File: src/rtl/audio_xfer_pkg.sv
package audio_xfer_pkg;
    localparam int SAMPLE_W = 16;
    localparam int BYTE_W   = 8;
    typedef logic [SAMPLE_W-1:0] sample_t;
    typedef logic [BYTE_W-1:0]   byte_t;
endpackage

File: src/rtl/axf_queue.sv
module axf_queue #(
    parameter int W     = 16,
    parameter int DEPTH = 16,
    localparam int PW   = $clog2(DEPTH)
) (
    input  logic          clk,
    input  logic          rst_n,
    input  logic          clr,
    input  logic          push,
    input  logic [W-1:0]  wdata,
    input  logic          pop,
    output logic [W-1:0]  rdata,
    output logic [PW:0]   count
);
    localparam logic [PW:0] FULL_CNT = (PW+1)'(DEPTH);
    localparam logic [PW-1:0] LAST_IX = PW'(DEPTH-1);

    typedef struct packed {
        logic [DEPTH-1:0][W-1:0] mem;
        logic [PW-1:0]           wp;
        logic [PW-1:0]           rp;
        logic [PW:0]             cnt;
    } st_t;

    st_t s_d, s_q;
    logic do_push, do_pop;

    always_comb begin
        s_d     = s_q;
        do_push = push && (s_q.cnt != FULL_CNT);
        do_pop  = pop && (s_q.cnt != '0);
        if (do_push) begin
            s_d.mem[s_q.wp] = wdata;
            s_d.wp = (s_q.wp == LAST_IX) ? '0 : s_q.wp + 1'b1;
        end
        if (do_pop)
            s_d.rp = (s_q.rp == LAST_IX) ? '0 : s_q.rp + 1'b1;
        if (do_push && !do_pop)      s_d.cnt = s_q.cnt + 1'b1;
        else if (do_pop && !do_push) s_d.cnt = s_q.cnt - 1'b1;
        if (clr) begin
            s_d.wp  = '0;
            s_d.rp  = '0;
            s_d.cnt = '0;
        end
    end

    always_ff @(posedge clk or negedge rst_n) begin
        if (!rst_n) s_q <= '0;
        else        s_q <= s_d;
    end

    assign rdata = s_q.mem[s_q.rp];
    assign count = s_q.cnt;

    a_r1_cnt_bound: assert property (@(posedge clk) disable iff (!rst_n)
        count <= FULL_CNT);
    a_r1_grow: assert property (@(posedge clk) disable iff (!rst_n)
        (push && !pop && !clr && count < FULL_CNT) |=> count == $past(count) + 1'b1);
    a_r11_clear: assert property (@(posedge clk) disable iff (!rst_n)
        clr |=> count == '0);
endmodule

File: src/rtl/axf_play.sv
module axf_play
    import audio_xfer_pkg::*;
#(
    parameter int DEPTH = 16,
    localparam int PW   = $clog2(DEPTH)
) (
    input  logic    clk,
    input  logic    rst_n,
    input  logic    en,
    input  logic    hold,
    input  logic    tick,
    input  logic    wr_stb,
    input  byte_t   wbyte,
    output logic    drq,
    output sample_t sample,
    output logic    underrun
);
    localparam logic [PW:0] FULL_CNT = (PW+1)'(DEPTH);

    typedef struct packed {
        byte_t   lo;
        logic    ph;
        sample_t last;
        sample_t outv;
        logic    urun;
    } st_t;

    st_t s_d, s_q;
    logic          accept, push, pop, full, empty;
    sample_t       head;
    logic [PW:0]   cnt;

    axf_queue #(.W(SAMPLE_W), .DEPTH(DEPTH)) q_i (
        .clk(clk), .rst_n(rst_n), .clr(!en), .push(push),
        .wdata({wbyte, s_q.lo}), .pop(pop), .rdata(head), .count(cnt)
    );

    always_comb begin
        full   = (cnt == FULL_CNT);
        empty  = (cnt == '0);
        accept = en && wr_stb && !full;
        push   = accept && s_q.ph;
        pop    = en && tick && !empty;
        s_d    = s_q;
        if (accept) begin
            if (!s_q.ph) s_d.lo = wbyte;
            s_d.ph = !s_q.ph;
        end
        if (en && tick) begin
            if (!empty) begin
                s_d.outv = head;
                s_d.last = head;
            end else begin
                s_d.urun = 1'b1;
                s_d.outv = hold ? s_q.last : '0;
            end
        end
        if (!en) s_d = '0;
    end

    always_ff @(posedge clk or negedge rst_n) begin
        if (!rst_n) s_q <= '0;
        else        s_q <= s_d;
    end

    assign drq      = en && !full;
    assign sample   = s_q.outv;
    assign underrun = s_q.urun;

    a_r5_hold_repeat: assert property (@(posedge clk) disable iff (!rst_n)
        (en && tick && empty && hold) |=> sample == $past(s_q.last));
    a_r6_zero_fill: assert property (@(posedge clk) disable iff (!rst_n)
        (en && tick && empty && !hold) |=> sample == '0);
    a_r7_sticky: assert property (@(posedge clk) disable iff (!rst_n)
        (en && underrun) |=> underrun);
    a_r11_play_off: assert property (@(posedge clk) disable iff (!rst_n)
        !en |=> (sample == '0 && !underrun));
endmodule

File: src/rtl/axf_cap.sv
module axf_cap
    import audio_xfer_pkg::*;
#(
    parameter int DEPTH = 16,
    localparam int PW   = $clog2(DEPTH)
) (
    input  logic    clk,
    input  logic    rst_n,
    input  logic    en,
    input  logic    tick,
    input  sample_t sample_in,
    input  logic    rd_stb,
    output logic    drq,
    output byte_t   rbyte,
    output logic    overrun
);
    localparam logic [PW:0] FULL_CNT = (PW+1)'(DEPTH);

    typedef struct packed {
        logic ph;
        logic ovr;
    } st_t;

    st_t s_d, s_q;
    logic        full, empty, push, take, pop;
    sample_t     head;
    logic [PW:0] cnt;

    axf_queue #(.W(SAMPLE_W), .DEPTH(DEPTH)) q_i (
        .clk(clk), .rst_n(rst_n), .clr(!en), .push(push),
        .wdata(sample_in), .pop(pop), .rdata(head), .count(cnt)
    );

    always_comb begin
        full  = (cnt == FULL_CNT);
        empty = (cnt == '0);
        push  = en && tick && !full;
        take  = en && rd_stb && !empty;
        pop   = take && s_q.ph;
        s_d   = s_q;
        if (take)               s_d.ph  = !s_q.ph;
        if (en && tick && full) s_d.ovr = 1'b1;
        if (!en) s_d = '0;
    end

    always_ff @(posedge clk or negedge rst_n) begin
        if (!rst_n) s_q <= '0;
        else        s_q <= s_d;
    end

    assign drq     = en && !empty;
    assign rbyte   = s_q.ph ? head[15:8] : head[7:0];
    assign overrun = s_q.ovr;

    a_r10_drop_flag: assert property (@(posedge clk) disable iff (!rst_n)
        (en && tick && full) |=> overrun);
    a_r10_sticky: assert property (@(posedge clk) disable iff (!rst_n)
        (en && overrun) |=> overrun);
    a_r11_cap_off: assert property (@(posedge clk) disable iff (!rst_n)
        !en |=> (!drq && !overrun));
endmodule

File: src/rtl/audio_xfer_fifo.sv
module audio_xfer_fifo
    import audio_xfer_pkg::*;
#(
    parameter int DEPTH = 16
) (
    input  logic        clk,
    input  logic        rst_n,
    input  logic        play_en,
    input  logic        cap_en,
    input  logic        hold_last,
    input  logic        tick,
    output logic        play_drq,
    input  logic        play_dack,
    input  logic        host_wr,
    input  logic [7:0]  host_wdata,
    output logic        cap_drq,
    input  logic        cap_dack,
    input  logic        host_rd,
    output logic [7:0]  host_rdata,
    output logic [15:0] play_sample,
    input  logic [15:0] cap_sample,
    output logic        play_underrun,
    output logic        cap_overrun
);
    axf_play #(.DEPTH(DEPTH)) play_i (
        .clk(clk), .rst_n(rst_n), .en(play_en), .hold(hold_last), .tick(tick),
        .wr_stb(play_dack && host_wr), .wbyte(host_wdata), .drq(play_drq),
        .sample(play_sample), .underrun(play_underrun)
    );

    axf_cap #(.DEPTH(DEPTH)) cap_i (
        .clk(clk), .rst_n(rst_n), .en(cap_en), .tick(tick),
        .sample_in(cap_sample), .rd_stb(cap_dack && host_rd), .drq(cap_drq),
        .rbyte(host_rdata), .overrun(cap_overrun)
    );
endmodule

File: config.mk
export PLATFORM = sky130hd
export DESIGN_NAME = audio_xfer_fifo
export DESIGN_NICKNAME = d
export VERILOG_FILES = /design/src/rtl/audio_xfer_pkg.sv /design/src/rtl/axf_queue.sv /design/src/rtl/axf_play.sv /design/src/rtl/axf_cap.sv /design/src/rtl/audio_xfer_fifo.sv
export SDC_FILE = /design/constraint.sdc
export NUM_CORES = 1
export LEC_CHECK = 0
export ABC_AREA = 1
export BUFFER_PORTS_ARGS = -buffer_cell sky130_fd_sc_hd__buf_2
export CAP_MARGIN = 0
export CELL_PAD_IN_SITES_DETAIL_PLACEMENT = 1
export CELL_PAD_IN_SITES_GLOBAL_PLACEMENT = 1
export CORE_MARGIN = 5
export CORE_UTILIZATION = 44
export CTS_CLUSTER_SIZE = 24
export DETAILED_ROUTE_END_ITERATION = 8
export GPL_TIMING_DRIVEN = 0
export PLACE_DENSITY = 0.74
export SYNTH_ARGS = -nofsm -noshare
export SYNTH_HDL_FRONTEND = slang
export SYNTH_HIERARCHICAL = 1
export SYNTH_SLANG_ARGS = --single-unit
File: constraint.sdc
create_clock -name clk -period 2.6 [get_ports clk]
set_input_delay 0.26 -clock clk [delete_from_list [all_inputs] [get_ports clk]]
set_output_delay 0.26 -clock clk [all_outputs]
set_load 0.005 [all_outputs]
==> impl_metrics.tcl, run 1 <==
set metrics [dict create \
    dieArea_um2 70000 \
    min_path_type "primary input to flop" \
    fmax_mhz 350 \
    p_switching_uw 6050 \
    min_period_over_period_pct 110 \
    synth_cell_types 41 \
    initial_core_util_pct 44.3 \
    cp.depth 11 \
    slowest_delay_ns 0.49 \
    hold_violations 0 \
    netlist_area_um2 28500 \
    place_congestion 0.904 \
    routedWlPerCell_um 24.1 \
    nets 3449 \
    die_h_um 265 \
    hpwlAfterDp_um 72900 \
    final_common_cell "nand2_1" \
    combinationalPowerShare_pct 11.8 \
    clockBufferDepth 3 \
    drtAntennaViolNets 0 \
    yosysSeqAreaShare_pct 51.1 \
    grt_pass1_wl_um 160000 \
    avgSynthCellArea_um2 8.85 \
    crit_chain "clkinv_4, buf_12, buf_4, buf_16, nor2_1, o211ai_1, nand3_1, nand3_1, nand2_1, nand2_1, buf_2" \
    yosysWarnings 6 \
    fp.dieW_um 265 \
    internal-power_uw 15900 \
    status "complete, but fails checks" \
    cp.buffers_inverters 5 \
    p_per_area_nw_per_um2 659 \
    n_fill_cell 7495 \
    cts-root-buf "clkbuf_16" \
    switching_share_pct 27.6 \
    drive_gt1_share_pct 20.7 \
    cp.arrival_ns 2.59 \
    drt_iter0_markers 2135 \
    ir_drop_v 0.000392 \
    clk_latency_ns 0.62 \
    htree_levels 3 \
    drv_cap 0 \
    ys_ff_latch 582 \
    grt_usage_pct 29.3 \
    ios 62 \
    grt_pass1_vias 26100 \
    critical_path.startpoint "cap_i/q_i/s_q[5]" \
    pwr-share-seq_pct 44.6 \
    setup_tns_ns -1.56 \
    grt_max_degree 128 \
    p_clk_share_pct 43.5 \
    rsz0062_at_grt "true" \
    cp.required_ns 2.34 \
    instances_no_fill 4303 \
    reg2reg_depth 12 \
    core-area_um2 64300 \
    vias 24800 \
    cts_tree "yes" \
    p_leak_uw 0.0155 \
    worstHoldStart "cap_sample[15]" \
    diodes 0 \
    clkSlewWorstSetupHoldPaths_ns 0.06 \
    synthCells 3225 \
    drcViolationCount 0 \
    antenna_found_initial 1 \
    fp-row-count 93 \
    critPathTopFamily "buffers and inverters" \
    tightest_slew_ns 1.30 \
    viasPerCell 5.76 \
    drv_slew 0 \
    syn-num-nets 3277 \
    fin_util_pct 51.7 \
    whs_path_depth 3 \
    cp_slowest_cell "dfrtp_2" \
    min_period_ns 2.85 \
    numPortBuffers 60 \
    slew_headroom_pct 13.0 \
    setup_violations 8 \
    violations "setup timing" \
    criticalPathCategory "flop to output port" \
    reg2reg_from "play_i/q_i/s_q[5]" \
    cts.sinks 582 \
    mostFrequentLayoutCells "787 x nand2_1, 573 x dfrtp_1, 315 x nor2_1, 308 x o21ai_0, 293 x o21ai_1" \
    dp.cells 4144 \
    cts_buffers 68 \
    start_kind "flop" \
    fin_skew_ns 0.0309 \
    wl_um 104000 \
    worst_slack_ns -0.254 \
    firstDrtPassIters 7 \
    critical_path.max_fanout 6 \
    critPathCaptureType "output port" \
    syn_to_final_growth_pct 16.7 \
    globalRouteOverflowTotal 0 \
]
per-layer routing:
metal | GRT usage [%] | vias to the layer above | wire length (µm)
li1 | - | 11200 | -
met1 | 43.1 | 12600 | 47700
met2 | 43.2 | 787 | 44900
met3 | 6.51 | 186 | 7610
met4 | 9.72 | 0 | 3590
met5 | 0 | - | 0
stage by stage:
stage               total power, µW  cell area (µm²)  hold WS [ns]  worst slack (ns)
detailed placement            12300            30000         0.412            -0.540
global placement              12200            29900         0.454            -10.78
CTS                           21900            33000        0.0146            -0.126
finish                        21900            33300        0.0378            -0.254
floorplan                     11200            28500       -0.0356             0.180
global route                  22800            33300        0.0364            -0.280
cells by family (layout without fill, tap and decap cells):
kind of cell,Yosys count,after routing,synth area share (%)
xor gates and xnor gates,6,6,0.184
and+or+nand+nor,1320,1320,20.4
adders and majority gates,18,18,0.842
buffers and inverters,373,596,8.18
AOI/OAI and AO/OA,926,926,19.4
DFF,582,582,51.1
area by class of cell:
type	count	area (µm²)	share of cell area, %
well taps	855	1070	3.21
multi-input cells	2270	12000	36.0
clock inverters	17	136	0.410
plain buffers	267	2200	6.60
flip-flops and latches	582	14600	43.8
inverters	105	432	1.30
repair buffers	103	813	2.44
clock buffers	104	2070	6.22
path summary, 6_finish.rpt:
kind	slack [ns]	to
worst max-delay path	-0.25	host_rdata[0]
worst min-delay path	0.04	cap_i/q_i/s_q[220]
worst max register to register	0.02	play_i/sample[8]
worst min register to register	0.47	play_i/s_q[27]
max in group asynchronous	0.57	cap_i/s_q[1]
min in group asynchronous	0.33	play_i/q_i/s_q[103]
what timing repair did:
item,4_1_cts,5_1_grt
resized for setup,148,102
pin swaps,30,22
endpoints found under the hold margin,118,0
hold buffers,11,0
cloned,3,1
buffers inserted,15,9
setup endpoints to repair,18,23
power by group through the flow:
| stage | logic, µW | clock network (µW) | registers [µW] |
|---|---|---|---|
| floorplan | 1330 | 0 | 9820 |
| global placement | 2280 | 0 | 9880 |
| detailed placement | 2380 | 0 | 9900 |
| CTS | 2480 | 9670 | 9770 |
| global route | 2840 | 10100 | 9840 |
| finish | 2600 | 9560 | 9790 |
state kept, by name (all words and copies together) (netlist names):
name	count
cap_i/q_i/count	5
cap_i/q_i/s_q	264
play_i/q_i/s_q	264
play_i/sample	16
cap_i/s_q	1
play_i/underrun	1
play_i/s_q	25
play_i/q_i/count	5
cap_i/overrun	1
worst min-delay path, stage by stage:
cell,delay [ns]
buf_2,0.08
inv_2,0.11
o21ai_2,0.15
synth_stat cells, drive strengths merged:
| cell type | n | area, µm² |
|---|---|---|
| xor2 | 2 | 17.5 |
| clkbuf | 97 | 374 |
| a21oi | 12 | 75.1 |
| nand3 | 130 | 778 |
| nor3 | 4 | 20.0 |
| o21ai | 784 | 4560 |
| nor2 | 337 | 1330 |
| nand3b | 2 | 15.0 |
| o211ai | 66 | 495 |
| nand2 | 801 | 3040 |
| xnor2 | 4 | 35.0 |
| fa | 2 | 40.0 |
| o22ai | 64 | 400 |
| dfrtp | 582 | 14600 |
| buf | 171 | 1540 |
| ha | 16 | 200 |
| clkinv | 11 | 56.3 |
| nand4 | 46 | 618 |
| inv | 94 | 360 |
Power figures use the tool's default switching activity.
==> run 2: changes to the inputs <==
--- a/config.mk
+++ b/config.mk
@@ -11,12 +11,11 @@
 export CELL_PAD_IN_SITES_DETAIL_PLACEMENT = 1
 export CELL_PAD_IN_SITES_GLOBAL_PLACEMENT = 1
 export CORE_MARGIN = 5
-export CORE_UTILIZATION = 44
+export CORE_UTILIZATION = 43
 export CTS_CLUSTER_SIZE = 24
 export DETAILED_ROUTE_END_ITERATION = 8
 export GPL_TIMING_DRIVEN = 0
 export PLACE_DENSITY = 0.74
 export SYNTH_ARGS = -nofsm -noshare
 export SYNTH_HDL_FRONTEND = slang
-export SYNTH_HIERARCHICAL = 1
 export SYNTH_SLANG_ARGS = --single-unit
==> impl_metrics.tcl, run 2 <==
set metrics [dict create \
    p_clk_share_pct 35.6 \
    ir_drop_v 0.000492 \
    synthCells 3377 \
    htree_levels 3 \
    min_period_over_period_pct 105 \
    reg.largest.list "cap_i.q_i.s_q x264, play_i.q_i.s_q x264, play_i.s_q x25" \
    firstDrtPassIters 5 \
    reg2reg_setup_slack_ns 0.08 \
    combinationalPowerShare_pct 24.6 \
    netlist_area_um2 27400 \
    critPathCaptureType "output port" \
    clockBufferDepth 3 \
    cts_tree "yes" \
    initial_core_util_pct 43.4 \
    rsz0062_at_grt "true" \
    dieArea_um2 69000 \
    r2r_end "play_i.s_q[23]" \
    synth_edf_count 0 \
    setup.worst_path.end "host_rdata[3]" \
    instances_no_fill 4428 \
    clkSlewWorstSetupHoldPaths_ns 0.06 \
    synth_cell_types 43 \
    slew_headroom_pct 26.2 \
    crit_chain "inv_4, buf_12, clkbuf_16, nor2_1, o211ai_1, nand3_1, nand2_1, nand2_1, inv_1, buf_2" \
    yosysSeqAreaShare_pct 53.1 \
    critical_path.startpoint "cap_i.q_i.s_q[5]" \
    drtAntennaViolNets 0 \
    nets 3582 \
    ys_ff_latch 582 \
    dp.cells 4287 \
    violations "setup timing" \
    pre_cts_slack_ns -0.345 \
    grt_pass1_vias 26700 \
    fmax_mhz 367 \
    synth.top_cell.area_share_pct 53.1 \
    worst_slack_ns -0.123 \
    mostFrequentLayoutCells "1009 x nand2_1, 580 x dfrtp_1, 486 x o21ai_0, 276 x nor2_1, 169 x nand3_1" \
    diodes 0 \
    numPortBuffers 59 \
    reg2reg_depth 8 \
    syn_to_final_growth_pct 16.0 \
    synth.largest_area_cell "dfrtp_1" \
    fin_hold_ws_ns 0.0367 \
    fin_skew_ns 0.0275 \
    viasPerCell 5.63 \
    clk_latency_ns 0.61 \
    cp_slowest_cell "dfrtp_2" \
    die_h_um 263 \
    core-area_um2 63200 \
    slowest_delay_ns 0.47 \
    place_congestion 0.992 \
    cpMostUsedCell "nand2_1" \
    hpwlAfterDp_um 77100 \
    setup_violations 8 \
    antenna_found_initial 2 \
    reg2reg_from "play_i.q_i.s_q[5]" \
    switching_share_pct 34.5 \
    hold_violations 0 \
    drcViolationCount 0 \
    internal-power_uw 17600 \
    start_kind "flop" \
    grt_pass1_wl_um 162000 \
    fp-row-count 92 \
    drive_gt1_share_pct 14.2 \
    avgSynthCellArea_um2 8.13 \
    vias 24900 \
    criticalPathCategory "flop to output port" \
    ios 62 \
    cp.arrival_ns 2.46 \
    synth_common_cells "1027 x nand2_1, 582 x dfrtp_1, 519 x o21ai_0" \
    min_path_type "primary input to flop" \
    tightest_slew_ns 1.11 \
    synthArstFlopShare_pct 100 \
    cp.required_ns 2.34 \
    fin_util_pct 50.4 \
    critical_path.max_fanout 8 \
    yosysWarnings 0 \
    grt_max_degree 112 \
    globalRouteOverflowTotal 0 \
    synth_area_leaders "dfrtp_1 53%, nand2_1 14%, o21ai_0 9.5%" \
    drt_iter0_markers 1771 \
    p_per_area_nw_per_um2 844 \
    placed_cell_area_um2 29000 \
    min_period_ns 2.72 \
    p_switching_uw 9260 \
    cts_buffers 68 \
    wl_um 107000 \
    grt_usage_pct 30.5 \
    final_common_cell "nand2_1" \
    status "complete, but fails checks" \
    yosysMostFrequentCell "nand2_1" \
    cts-root-buf "clkbuf_16" \
    p_leak_uw 0.0150 \
    pwr-share-seq_pct 39.8 \
    fin_area_um2 31800 \
    routedWlPerCell_um 24.2 \
    ys.flop_type "dfrtp_1" \
    syn-num-nets 3429 \
    drv_slew 0 \
    drv_cap 0 \
    fp.dieW_um 263 \
    cts.sinks 582 \
]
==> run 2: cell count changes after synthesis, sizes merged, moves of 39 or more <==
cell	previous run	this run
inv	94	177
nand2	801	1036
o21ai	784	668
nand3	130	184
o22ai	64	12
nor2	337	298
==> run 2: critical path, delay by kind of cell, from the launching register on <==
family	cells	cell delay, ns
AND/OR/NAND/NOR	4	0.41
flip-flops	1	0.47
AO/OA/AOI/OAI	1	0.40
buffers and inverters	5	0.57
==> run 2: logic make-up (layout without fill, tap and decap cells) <==
group	after synthesis	in the layout	share of synthesized area, %
compound gates	790	790	15.5
flops	582	582	53.1
simple gates	1544	1544	23.1
buf+inv	436	641	7.23
xor+xnor	7	7	0.223
fa+ha+maj	18	18	0.875
==> run 2: layer usage <==
metal  share of wire [%]  GRT usage, %  up-vias
met5                   0             0        -
met4                 5.9          15.4        0
met3                 4.5          4.23      286
met2                  50          53.5      750
met1                  39          36.8    12700
li1                    -             -    11200
==> run 2: area by class of cell <==
cell class              instances  area (µm²)
plain buffers                 250        1520
fillers                      7585       31300
well taps                     846        1060
inverters                     185         707
multi-input cells            2359       11100
repair buffers                 84         646
flip-flops and latches        582       14600
clock inverters                15         129
clock buffers                 107        2080
==> run 2: repair_timing <==
action / in CTS / in global routing
gates resized for setup: 161 / 38
cloned: 1 / 1
setup endpoints to repair: 10 / 11
hold endpoints to repair: 63 / 0
hold buffers: 10 / 0
pin swaps: 18 / 20
buffers inserted: 2 / 6
==> run 2: worst min path at each step <==
stage / startpoint / endpoint / slack [ns] / depth (start not counted)
after floorplan: rst_n / cap_i.overrun / -0.04 / 0
after global placement: play_i.q_i.s_q[26] / play_i.q_i.s_q[26] / 0.46 / 2
after detailed placement: rst_n / cap_i.q_i.s_q[260] / 0.21 / 1
after CTS: host_rd / cap_i.s_q[1] / 0.01 / 5
after global routing: tick / cap_i.overrun / 0.03 / 3
final: host_rd / cap_i.s_q[1] / 0.04 / 5
==> run 2: power groups by stage <==
stage                     clock network [µW]  registers (µW)  logic [µW]
after CTS                               9700           10700        6410
final                                   9580           10700        6600
after global routing                   10100           10800        7120
after global placement                     0           10700        6020
after floorplan                            0           10600        3560
after detailed placement                   0           10800        6260
==> run 2: per-stage QoR <==
step                       TNS, ns  total power [µW]
after global routing         -1.38             28000
after detailed placement    -0.450             17000
after floorplan                  0             14100
final                       -0.686             26900
after CTS                   -0.453             26800
after global placement    -6228.91             16800
==> run 3: changes to the inputs <==
--- a/config.mk
+++ b/config.mk
@@ -16,6 +16,7 @@
 export DETAILED_ROUTE_END_ITERATION = 8
 export GPL_TIMING_DRIVEN = 0
 export PLACE_DENSITY = 0.74
+export RECOVER_POWER = 50
 export SYNTH_ARGS = -nofsm -noshare
 export SYNTH_HDL_FRONTEND = slang
 export SYNTH_SLANG_ARGS = --single-unit
==> impl_metrics.tcl, run 3 (synthesized netlist as in run 2, its figures left out) <==
set metrics [dict create \
    fmax_mhz 369 \
    globalRouteOverflowTotal 0 \
    p_per_area_nw_per_um2 848 \
    criticalPathCategory "flop to output port" \
    r2r_end "play_i.q_i.count[4]" \
    setup_violations 8 \
    core-area_um2 63200 \
    critical_path.startpoint "cap_i.q_i.s_q[5]" \
    whs_path_depth 5 \
    viasPerCell 5.63 \
    wl_um 107000 \
    place_congestion 0.992 \
    start_kind "flop" \
    min_period_over_period_pct 104 \
    grt_pass1_vias 26700 \
    ios 62 \
    multi_input_area_um2 11000 \
    status "complete, but fails checks" \
    whs_endpoint "cap_i.s_q[1]" \
    syn_to_final_growth_pct 15.2 \
    min_period_ns 2.71 \
    numPortBuffers 59 \
    min_path_type "primary input to flop" \
    fin_skew_ns 0.0289 \
    clockBufferDepth 3 \
    setup_tns_ns -0.618 \
    mostFrequentLayoutCells "1011 x nand2_1, 580 x dfrtp_1, 515 x o21ai_0, 279 x nor2_1, 173 x nand3_1" \
    dieArea_um2 69000 \
    fin_area_um2 31600 \
    nets 3582 \
    hold_violations 0 \
    p_leak_uw 0.0149 \
    fp.dieW_um 263 \
    hpwlAfterDp_um 77100 \
    grt_usage_pct 30.5 \
    initial_core_util_pct 43.4 \
    placed_cell_area_um2 29000 \
    drv_slew 0 \
    routedWlPerCell_um 24.3 \
    drcViolationCount 0 \
    firstDrtPassIters 7 \
    die_h_um 263 \
    seq_area_um2 14600 \
    final_common_cell "nand2_1" \
    critPathCaptureType "output port" \
    cts.sinks 582 \
    fin_hold_ws_ns 0.0367 \
    cts_tree "yes" \
    worstHoldStart "host_rd" \
    reg2reg_from "play_i.q_i.count[0]" \
    reg2reg_depth 15 \
    htree_levels 3 \
    vias 24900 \
    drive_gt1_share_pct 12.7 \
    critical_path.max_fanout 8 \
    cp.required_ns 2.34 \
    antenna_found_initial 2 \
    cts_buffers 68 \
    cts-root-buf "clkbuf_16" \
    grt_max_degree 112 \
    worst_slack_ns -0.112 \
    tightest_slew_ns 1.50 \
    cp.arrival_ns 2.45 \
    reg.largest.list "cap_i.q_i.s_q x264, play_i.q_i.s_q x264, play_i.s_q x25" \
    rsz0062_at_grt "true" \
    clk_latency_ns 0.61 \
    drt_iter0_markers 1814 \
    n_fill_cell 7624 \
    grt_pass1_wl_um 162000 \
    reg2reg_setup_slack_ns 0.01 \
    violations "setup timing" \
    clkSlewWorstSetupHoldPaths_ns 0.06 \
    total_power_uw 26800 \
    slew_headroom_pct 0.315 \
    diodes 0 \
    drv_cap 0 \
    ir_drop_v 0.000500 \
    drtAntennaViolNets 0 \
    fp-row-count 92 \
]
run 3: repair_timing:
| action | in CTS | in global routing |
|---|---|---|
| pin swaps | 18 | 20 |
| hold buffers | 10 | 0 |
| hold endpoints to repair | 63 | 0 |
| setup endpoints to repair | 10 | 11 |
| gates cloned | 1 | 1 |
| setup buffers | 2 | 6 |
| gates resized for setup | 161 | 38 |
run 3: routing by layer:
metal	global-route usage, %	routed length [µm]	up-vias
li1	-	-	11200
met1	36.8	42100	12600
met2	53.5	53900	782
met3	4.23	4940	287
met4	15.4	6460	0
met5	0	0	-
run 3: through the flow:
stage	std cells	util (%)	worst slack (ns)
floorplan	3377	-	0.324
global placement	4282	45.6	-10.77
detailed placement	4287	45.8	-0.345
CTS	4421	50.1	-0.0689
global route	4428	50.1	-0.180
finish	4428	50.1	-0.112
run 3: area by class of cell:
type | instances | share of cell area, %
buffer | 250 | 4.63
clock buffer | 107 | 6.58
clock inverter | 15 | 0.407
inverter | 185 | 2.23
multi-input combinational | 2359 | 34.8
sequential | 582 | 46.0
tap | 846 | 3.35
timing repair buffer | 84 | 1.93
run 3: worst max path at each step:
stage	slack, ns	end	cells after the start
CTS	-0.07	host_rdata[7]	8
finish	-0.11	host_rdata[3]	10
global placement	-10.77	play_i.q_i.s_q[230]	1
global route	-0.18	host_rdata[2]	10
detailed placement	-0.34	cap_i.q_i.count[4]	14
floorplan	0.32	cap_i.q_i.count[4]	17
run 3: power by group:
| part | switching [µW] | internal [µW] |
|---|---|---|
| clock | 3990 | 5610 |
| combinational | 4600 | 1930 |
| sequential | 652 | 10000 |
| total | 9240 | 17600 |
run 3: worst max-delay path, cell delays in order, from the launching register on:
cell	delay [ns]
dfrtp_2	0.47
inv_4	0.12
buf_12	0.14
clkbuf_16	0.16
nor2_1	0.04
o211ai_1	0.40
nand3_1	0.19
nand2_1	0.10
nand2_1	0.06
inv_1	0.05
buf_2	0.10
